--- src/rtl/diag_status_pkg.sv ---
package diag_status_pkg;
  // Decoded access command, already qualified by target select.
  typedef struct packed {
    logic rd;
    logic rc;
    logic clr_all;
  } diag_cmd_t;

  localparam int unsigned LINK_BITS = 2;
  localparam int unsigned RSTIND_BIT = 0;
  localparam int unsigned BUSERR_BIT = 1;
endpackage

--- src/rtl/diag_flag_cell.sv ---
module diag_flag_cell #(
  parameter bit HARD = 1'b0
) (
  input  logic clk,
  input  logic rst_n,
  input  logic cond_i,
  input  logic clr_i,
  input  logic ack_i,
  input  logic ackall_i,
  output logic flag_o,
  output logic pend_o
);
  logic cond_q, flag_q, pend_q;
  logic cond_d, flag_d, pend_d;
  logic rise, hold_clr, clr_eff;

  always_comb begin
    rise     = cond_i & ~cond_q;
    hold_clr = HARD & cond_i;
    clr_eff  = clr_i & ~hold_clr;
    cond_d   = cond_i;
    // level re-sets a flag that was cleared while its condition stays active
    flag_d   = rise | (cond_i & ~flag_q) | (flag_q & ~clr_eff);
    pend_d   = rise | (pend_q & ~ack_i & ~(ackall_i & ~hold_clr));
  end

  always_ff @(posedge clk or negedge rst_n) begin
    if (!rst_n) begin
      cond_q <= 1'b0;
      flag_q <= 1'b0;
      pend_q <= 1'b0;
    end else begin
      cond_q <= cond_d;
      flag_q <= flag_d;
      pend_q <= pend_d;
    end
  end

  assign flag_o = flag_q;
  assign pend_o = pend_q;

  // a latched flag survives any cycle without a clear
  a_r2_flag_sticky: assert property (@(posedge clk) disable iff (!rst_n)
    flag_q && !clr_i |=> flag_q);

  // a fresh edge sets flag and pending regardless of clears
  a_r11_event_wins: assert property (@(posedge clk) disable iff (!rst_n)
    cond_i && !cond_q |=> flag_q && pend_q);

  generate
    if (HARD) begin : g_hard
      // hard flag cannot drop while its condition is active
      a_r9_hard_hold: assert property (@(posedge clk) disable iff (!rst_n)
        cond_i && flag_q |=> flag_q);
    end
  endgenerate
endmodule

--- src/rtl/diag_flag_bank.sv ---
module diag_flag_bank
  import diag_status_pkg::*;
#(
  parameter int unsigned NBITS = 8,
  parameter logic [NBITS-1:0] HARD_MASK = '0
) (
  input  logic             clk,
  input  logic             rst_n,
  input  logic [NBITS-1:0] cond_i,
  input  diag_cmd_t        cmd_i,
  input  logic [NBITS-1:0] mask_i,
  output logic [NBITS-1:0] flags_o,
  output logic [NBITS-1:0] pend_o
);
  logic [NBITS-1:0] clr_vec;
  logic             ack;

  always_comb begin
    clr_vec = ({NBITS{cmd_i.rc}} & mask_i) | {NBITS{cmd_i.clr_all}};
    ack     = cmd_i.rd | cmd_i.rc;
  end

  generate
    for (genvar i = 0; i < NBITS; i++) begin : g_cell
      diag_flag_cell #(.HARD(HARD_MASK[i])) u_cell (
        .clk      (clk),
        .rst_n    (rst_n),
        .cond_i   (cond_i[i]),
        .clr_i    (clr_vec[i]),
        .ack_i    (ack),
        .ackall_i (cmd_i.clr_all),
        .flag_o   (flags_o[i]),
        .pend_o   (pend_o[i])
      );
    end
  endgenerate
endmodule

--- src/rtl/diag_link_flags.sv ---
module diag_link_flags
  import diag_status_pkg::*;
(
  input  logic                 clk,
  input  logic                 rst_n,
  input  logic                 bus_err_i,
  input  logic                 frame_ok_i,
  input  diag_cmd_t            cmd_i,
  input  logic [LINK_BITS-1:0] mask_i,
  output logic [LINK_BITS-1:0] link_o
);
  logic rstind_q, buserr_q, rstind_d, buserr_d;
  logic [LINK_BITS-1:0] clr;

  always_comb begin
    clr      = ({LINK_BITS{cmd_i.rc}} & mask_i) | {LINK_BITS{cmd_i.clr_all}};
    rstind_d = rstind_q & ~frame_ok_i & ~clr[RSTIND_BIT];
    buserr_d = bus_err_i | (buserr_q & ~frame_ok_i & ~clr[BUSERR_BIT]);
  end

  always_ff @(posedge clk or negedge rst_n) begin
    if (!rst_n) begin
      rstind_q <= 1'b1;
      buserr_q <= 1'b0;
    end else begin
      rstind_q <= rstind_d;
      buserr_q <= buserr_d;
    end
  end

  assign link_o = {buserr_q, rstind_q};

  // a valid frame with no new bus error empties both link flags
  a_r5_frame_clears: assert property (@(posedge clk) disable iff (!rst_n)
    frame_ok_i && !bus_err_i |=> !rstind_q && !buserr_q);
endmodule

--- src/rtl/diag_status_hub.sv ---
module diag_status_hub
  import diag_status_pkg::*;
#(
  parameter int unsigned NUM_FE = 3,
  parameter int unsigned NUM_DE = 3,
  parameter int unsigned NUM_GW = 2,
  parameter logic [NUM_FE+NUM_DE+NUM_GW-1:0] HARD_MASK = 8'b0011_1000,
  localparam int unsigned NGRP = NUM_FE + NUM_DE + NUM_GW,
  localparam int unsigned SW   = NGRP + LINK_BITS
) (
  input  logic            clk,
  input  logic            rst_n,
  input  logic [NGRP-1:0] fault_i,
  input  logic            bus_err_i,
  input  logic            frame_ok_i,
  input  logic            rd_i,
  input  logic            rc_i,
  input  logic            tgt_gsr_i,
  input  logic [SW-1:0]   mask_i,
  input  logic            clr_all_i,
  output logic [SW-1:0]   status_o,
  output logic            err_o,
  output logic            ec_o
);
  logic            rst_s1, rst_s2;
  diag_cmd_t       cmd;
  logic [NGRP-1:0] flags, pend;
  logic [LINK_BITS-1:0] link;

  // asynchronous assert, synchronous release
  always_ff @(posedge clk or negedge rst_n) begin
    if (!rst_n) begin
      rst_s1 <= 1'b0;
      rst_s2 <= 1'b0;
    end else begin
      rst_s1 <= 1'b1;
      rst_s2 <= rst_s1;
    end
  end

  always_comb begin
    cmd.rd      = rd_i & tgt_gsr_i;
    cmd.rc      = rc_i & tgt_gsr_i;
    cmd.clr_all = clr_all_i;
  end

  diag_flag_bank #(.NBITS(NGRP), .HARD_MASK(HARD_MASK)) u_bank (
    .clk     (clk),
    .rst_n   (rst_s2),
    .cond_i  (fault_i),
    .cmd_i   (cmd),
    .mask_i  (mask_i[SW-1:LINK_BITS]),
    .flags_o (flags),
    .pend_o  (pend)
  );

  diag_link_flags u_link (
    .clk        (clk),
    .rst_n      (rst_s2),
    .bus_err_i  (bus_err_i),
    .frame_ok_i (frame_ok_i),
    .cmd_i      (cmd),
    .mask_i     (mask_i[LINK_BITS-1:0]),
    .link_o     (link)
  );

  assign status_o = {flags, link};
  assign err_o    = |flags;
  assign ec_o     = |pend;

  // with no status-word target and no clear-all, grouped flags only grow
  a_r10_foreign_no_clear: assert property (@(posedge clk) disable iff (!rst_s2)
    !tgt_gsr_i && !clr_all_i |=>
      ((status_o[SW-1:LINK_BITS] & $past(status_o[SW-1:LINK_BITS]))
        == $past(status_o[SW-1:LINK_BITS])));
endmodule

--- config.mk ---
export PLATFORM = sky130hd
export DESIGN_NAME = diag_status_hub
export DESIGN_NICKNAME = d
export VERILOG_FILES = /design/src/rtl/diag_status_pkg.sv /design/src/rtl/diag_flag_cell.sv /design/src/rtl/diag_flag_bank.sv /design/src/rtl/diag_link_flags.sv /design/src/rtl/diag_status_hub.sv
export SDC_FILE = /design/constraint.sdc
export NUM_CORES = 1
export LEC_CHECK = 0
export BUFFER_PORTS_ARGS = -buffer_cell sky130_fd_sc_hd__buf_2
export CAP_MARGIN = 25
export CORE_ASPECT_RATIO = 1.4
export CORE_MARGIN = 3
export CORE_UTILIZATION = 30
export DETAILED_ROUTE_END_ITERATION = 8
export HOLD_SLACK_MARGIN = 0.02
export PLACE_DENSITY_LB_ADDON = 0.15
export SLEW_MARGIN = 25
export SYNTH_ARGS = -nofsm -noshare
export SYNTH_HDL_FRONTEND = slang
export SYNTH_SLANG_ARGS = --single-unit
--- constraint.sdc ---
create_clock -name clk -period 3.3 [get_ports clk]
set_clock_uncertainty 0.2 [all_clocks]
set_input_delay 0.66 -clock clk [delete_from_list [all_inputs] [get_ports clk]]
set_output_delay 0.66 -clock clk [all_outputs]
set_load 0.01 [all_outputs]
### Word-level counts from Yosys, hierarchy flattened

Cells that the tools add are included.

* add/sub/neg operators: 0
* $mul: 0
* divide/modulo/power cells: 0
* order comparisons: 0
* eq/ne operators: 0
* shift-type cells: 0
* mux-type cells: 0
* bitwise gates (word level): 117
* reduce and logical (&&, ||, !) cells: 2

Operator list (number)
* $and 1x1->1: 52
* $not 1->1: 35
* $or 1x1->1: 26
* $reduce_or 8->1: 2
* $and 8x8->8: 1
* $or 8x8->8: 1
* $and 2x2->2: 1
* $or 2x2->2: 1

* register bits after elaboration: 28
* bits in latches: 0
* memory bits (writable): 0
* ROM bits: 0
* bits of input ports: 26
* output and inout port bits: 12
* logic and storage cells: 147
* memories kept: 0

### Logic depth before layout (Yosys ltp)

* word-level depth: 7
* mapped depth: 3
* gate-level depth less buffers: 2

### Modules after synthesis

A second synthesis with hierarchy kept.

* cells, all modules: 100
* area, all modules: 1207.4 um^2

By module, submodules not included
* diag_flag_cell at u_bank.g_cell[0].u_cell ...: times used 5, cells each 9, area an instance 115.1 um^2, sequential area each 75.1 um^2
* diag_flag_cell at u_bank.g_cell[3].u_cell ...: times used 3, cells each 8, area an instance 115.1 um^2, sequential area each 75.1 um^2
* diag_status_hub: times used 1, cells each 11, area an instance 98.8 um^2, sequential area each 50.0 um^2
* diag_link_flags: times used 1, cells each 9, area an instance 95.1 um^2, sequential area each 51.3 um^2
* diag_flag_bank: times used 1, cells each 11, area an instance 92.6 um^2, sequential area each 0.0 um^2

### Worst setup path after synthesis

No wires, ideal clock.

* path type: flip-flop to output port
* start point: register u_bank.g_cell[0].u_cell.flag_q
* end point: output port err_o
* data arrival time: 0.760 ns
* data required time: 2.440 ns
* path slack: 1.680 ns
* cell stages (with the launch flop): 3
* path buffers: 0
* path through: dfrtp_1 -> nor4_1 -> nand2_1

* word-level cells in the longest chain between the ends: 1

RTL lines
* start, declared: line diag_flag_cell.sv:13 `logic cond_q, flag_q, pend_q;`
* start signal, assigned: line diag_flag_cell.sv:34 `flag_q <= flag_d;`
* $reduce_or 8->1: line diag_status_hub.sv:68 `assign err_o = |flags;`
* end, declared: line diag_status_hub.sv:22 `output logic err_o,`

Every way passes these cells.

### Worst setup path after layout

* start point: register u_bank.g_cell[4].u_cell.pend_q
* end point: output port ec_o

* word-level cells in the longest chain between the ends: 1

RTL lines
* start, declared: line diag_flag_cell.sv:13
* start signal, assigned: line diag_flag_cell.sv:35 `pend_q <= pend_d;`
* $reduce_or 8->1: line diag_status_hub.sv:69 `assign ec_o = |pend;`
* end, declared: line diag_status_hub.sv:23 `output logic ec_o`

Every way passes these cells.

==> metrics.txt <==
Switching Fraction=between 20% and 30%; vias=879; grt total ovfl=0; Max Cap Violations=0; antenna violations before repair=0; Reg power frac=between 50 and 60%; # IOs=38; post-DP HPWL=between 2000 and 2500 um; ys flop type=dfrtp_1; P_sw=between 150 and 200 uW; Mapped Cells=between 100 and 150; top-area cell type share of the netlist area=a little under three fifths; syn_nets=roughly 130; Resize count post-CTS=0; Initial Util=roughly a third; sequential element share of the synthesized area=58.4%; Yosys reg bits=28; worst-skew pair later-pin latency=about 0.27 ns; final hold vios=0; # nets final=about 160; largest cells by area after synthesis=dfrtp_1, buf_4, o32ai_1, inv_1, a32o_1; startpoint types=flop; IO buf count=37; drt initial violations=19; Post-synth EDFFs=0; final std cells w/o fill=between 150 and 200; Worst setup EP type=primary output; core area=3740 um2; Rel. slew slack=~63%; total power=approximately 670 uW; Slew @ Worst Pin=approximately 0.56 ns; Internal Power=496 uW; critical path type=flop to primary output; Die Ht=a little over 80 um; CP max FO=3; Logic pwr share=between 10% and 20%; Final Cycle Share=between 60% and 70%; layout cells sized above 1=between 30 and 40%; area delta synth->final=15.9%; Worst-path clk slew=0.09 ns; largest net degree at the start of global routing=27; final wirelength=between 2000 and 3000 um; clk sinks=28; TritonCTS Buffers=3; outcome=finished, final reports clean; worst hold slack=0.0647 ns; die area=roughly 4800 um2; CTS tree=built; CP Data Required Time=roughly 2.4 ns; mean post-synth cell area=approximately 11 um2; Mapped Area=between 1000 and 1500 um2; number of global-route vias before repair=~970; minimum clock period=about 2.1 ns; TNS Setup=0 ns; Clock power frac=between 20% and 30%; total iterations of the first detailed-routing run=4; placed cells=172; residual DRC count=0; clk root buf=clkbuf_8; leakage power figure=a little under 0.7 nW; PD cells=~480 nW/um2; area of the multi-input gates=345 um2; most instantiated cells after synthesis=dfrtp_1, inv_1, buf_4, nand3_1, o32ai_1; Yosys Warn Count=0; Final Setup Violations=0; CTS H-Tree Depth=1; most common cell in the netlist=dfrtp_1; Via density=about 5.0; Async SR Flop Fraction=100%; global-route wire length before repair=between 4000 and 5000 um; Final ANT Viol Nets=0; Hold WC Path Type=flop to asynchronous set/reset pin; fin. max-slew vios=0; Row Count=26; Total GRT Usage=between 10% and 20%; CTS max path bufs=2; Post-CTS Setup Bufs=0; RSZ-0062 raised after global routing=no; Worst Path Arrival=roughly 1.3 ns; Yosys top cell by area=dfrtp_1; worst vdd ir=approximately 0.27 mV; average wire per standard cell=around 16 um; Yosys cell types=19; placer congestion estimate=0.762; Die Width=between 50 and 60 um; Register Area=roughly 700 um2; Diodes inserted=0; CTS Hold Bufs=1; Layout fillers=roughly 370; Achievable Freq=0.469 GHz
## layer usage
| metal | vias up | wire length (um) | GRT usage, % |
|---|---|---|---|
| li1 | 426 | - | - |
| met1 | 424 | 1270 | 17.7 |
| met2 | 27 | 1300 | 19.8 |
| met3 | 2 | 167 | 2.86 |
| met4 | 0 | 19 | 4.43 |
| met5 | - | 0 | 0 |
## per-stage QoR
| stage | instance area, um2 | setup slack (ns) | util [%] |
|---|---|---|---|
| after floorplan | 1200 | 1.68 | - |
| after global placement | 1340 | 1.40 | 35.8 |
| after detailed placement | 1340 | 1.44 | 35.8 |
| after CTS | 1390 | 1.14 | 37.2 |
| after global routing | 1390 | 1.08 | 37.3 |
| final | 1390 | 1.17 | 37.3 |
## placed cells by master, fill, tap and decap left out, drive strengths merged
cell / instances
nor4: 4
nand3: 10
a32o: 5
nor2b: 3
nor2: 1
a31o: 4
clkbuf: 4
o211a: 3
and3: 1
dfstp: 1
dlygate4sd3: 1
o21a: 1
o32ai: 8
inv: 14
buf: 37
nand2b: 3
nand2: 7
conb: 1
dfrtp: 27
## cell families (layout without fill, tap and decap cells)
kind of cell	count (synthesis)	after routing	share of synthesized area, %
buffers and inverters	27	56	12.9
other	1	1	0.312
AO/OA/AOI/OAI	21	21	16.0
flip-flops	28	28	58.4
AND/OR/NAND/NOR	29	29	12.4
## power by group through the flow
stage	Combinational, mW	Clock, mW	Sequential (mW)
after detailed placement	0.0845	0	0.401
after CTS	0.0858	0.196	0.394
after floorplan	0.0615	0	0.394
after global placement	0.0831	0	0.400
final	0.0840	0.190	0.393
after global routing	0.0950	0.214	0.398
## path summary, 6_finish.rpt
| kind | startpoint | end | slack [ns] | cells after the start |
|---|---|---|---|---|
| max in group asynchronous | rst_n | rst_s2 | 2.31 | 2 |
| min in group clk | rst_s1 | rst_s2 | 0.16 | 0 |
| min reg2reg | rst_s2 | u_bank.g_cell[7].u_cell.flag_o | 0.06 | 0 |
| max | u_bank.g_cell[4].u_cell.pend_o | ec_o | 1.17 | 3 |
| max reg2reg | u_bank.g_cell[4].u_cell.cond_q | u_bank.g_cell[4].u_cell.pend_o | 2.23 | 2 |
| min | rst_s2 | u_bank.g_cell[7].u_cell.flag_o | 0.06 | 0 |
## area by class of cell
class	instances	share of cell area, %
inverters	14	3.77
multi-input cells	51	24.8
flip-flops and latches	28	50.4
clock buffers	4	3.23
repair buffers	38	14.0
well taps	42	3.77
## sequential cells by signal, indices dropped and copies added (netlist names)
name / count
rst_s1: 1
rst_s2: 1
u_bank.g_cell.u_cell.cond_q: 8
u_bank.g_cell.u_cell.flag_o: 8
u_bank.g_cell.u_cell.pend_o: 8
u_link.buserr_q: 1
u_link.rstind_q: 1
## worst max-delay path, cell delays in order (launching register included)
cell	delay, ns
dfrtp_1	0.41
nor4_1	0.34
nand2_1	0.11
buf_2	0.15
Power figures use the tool's default switching activity.
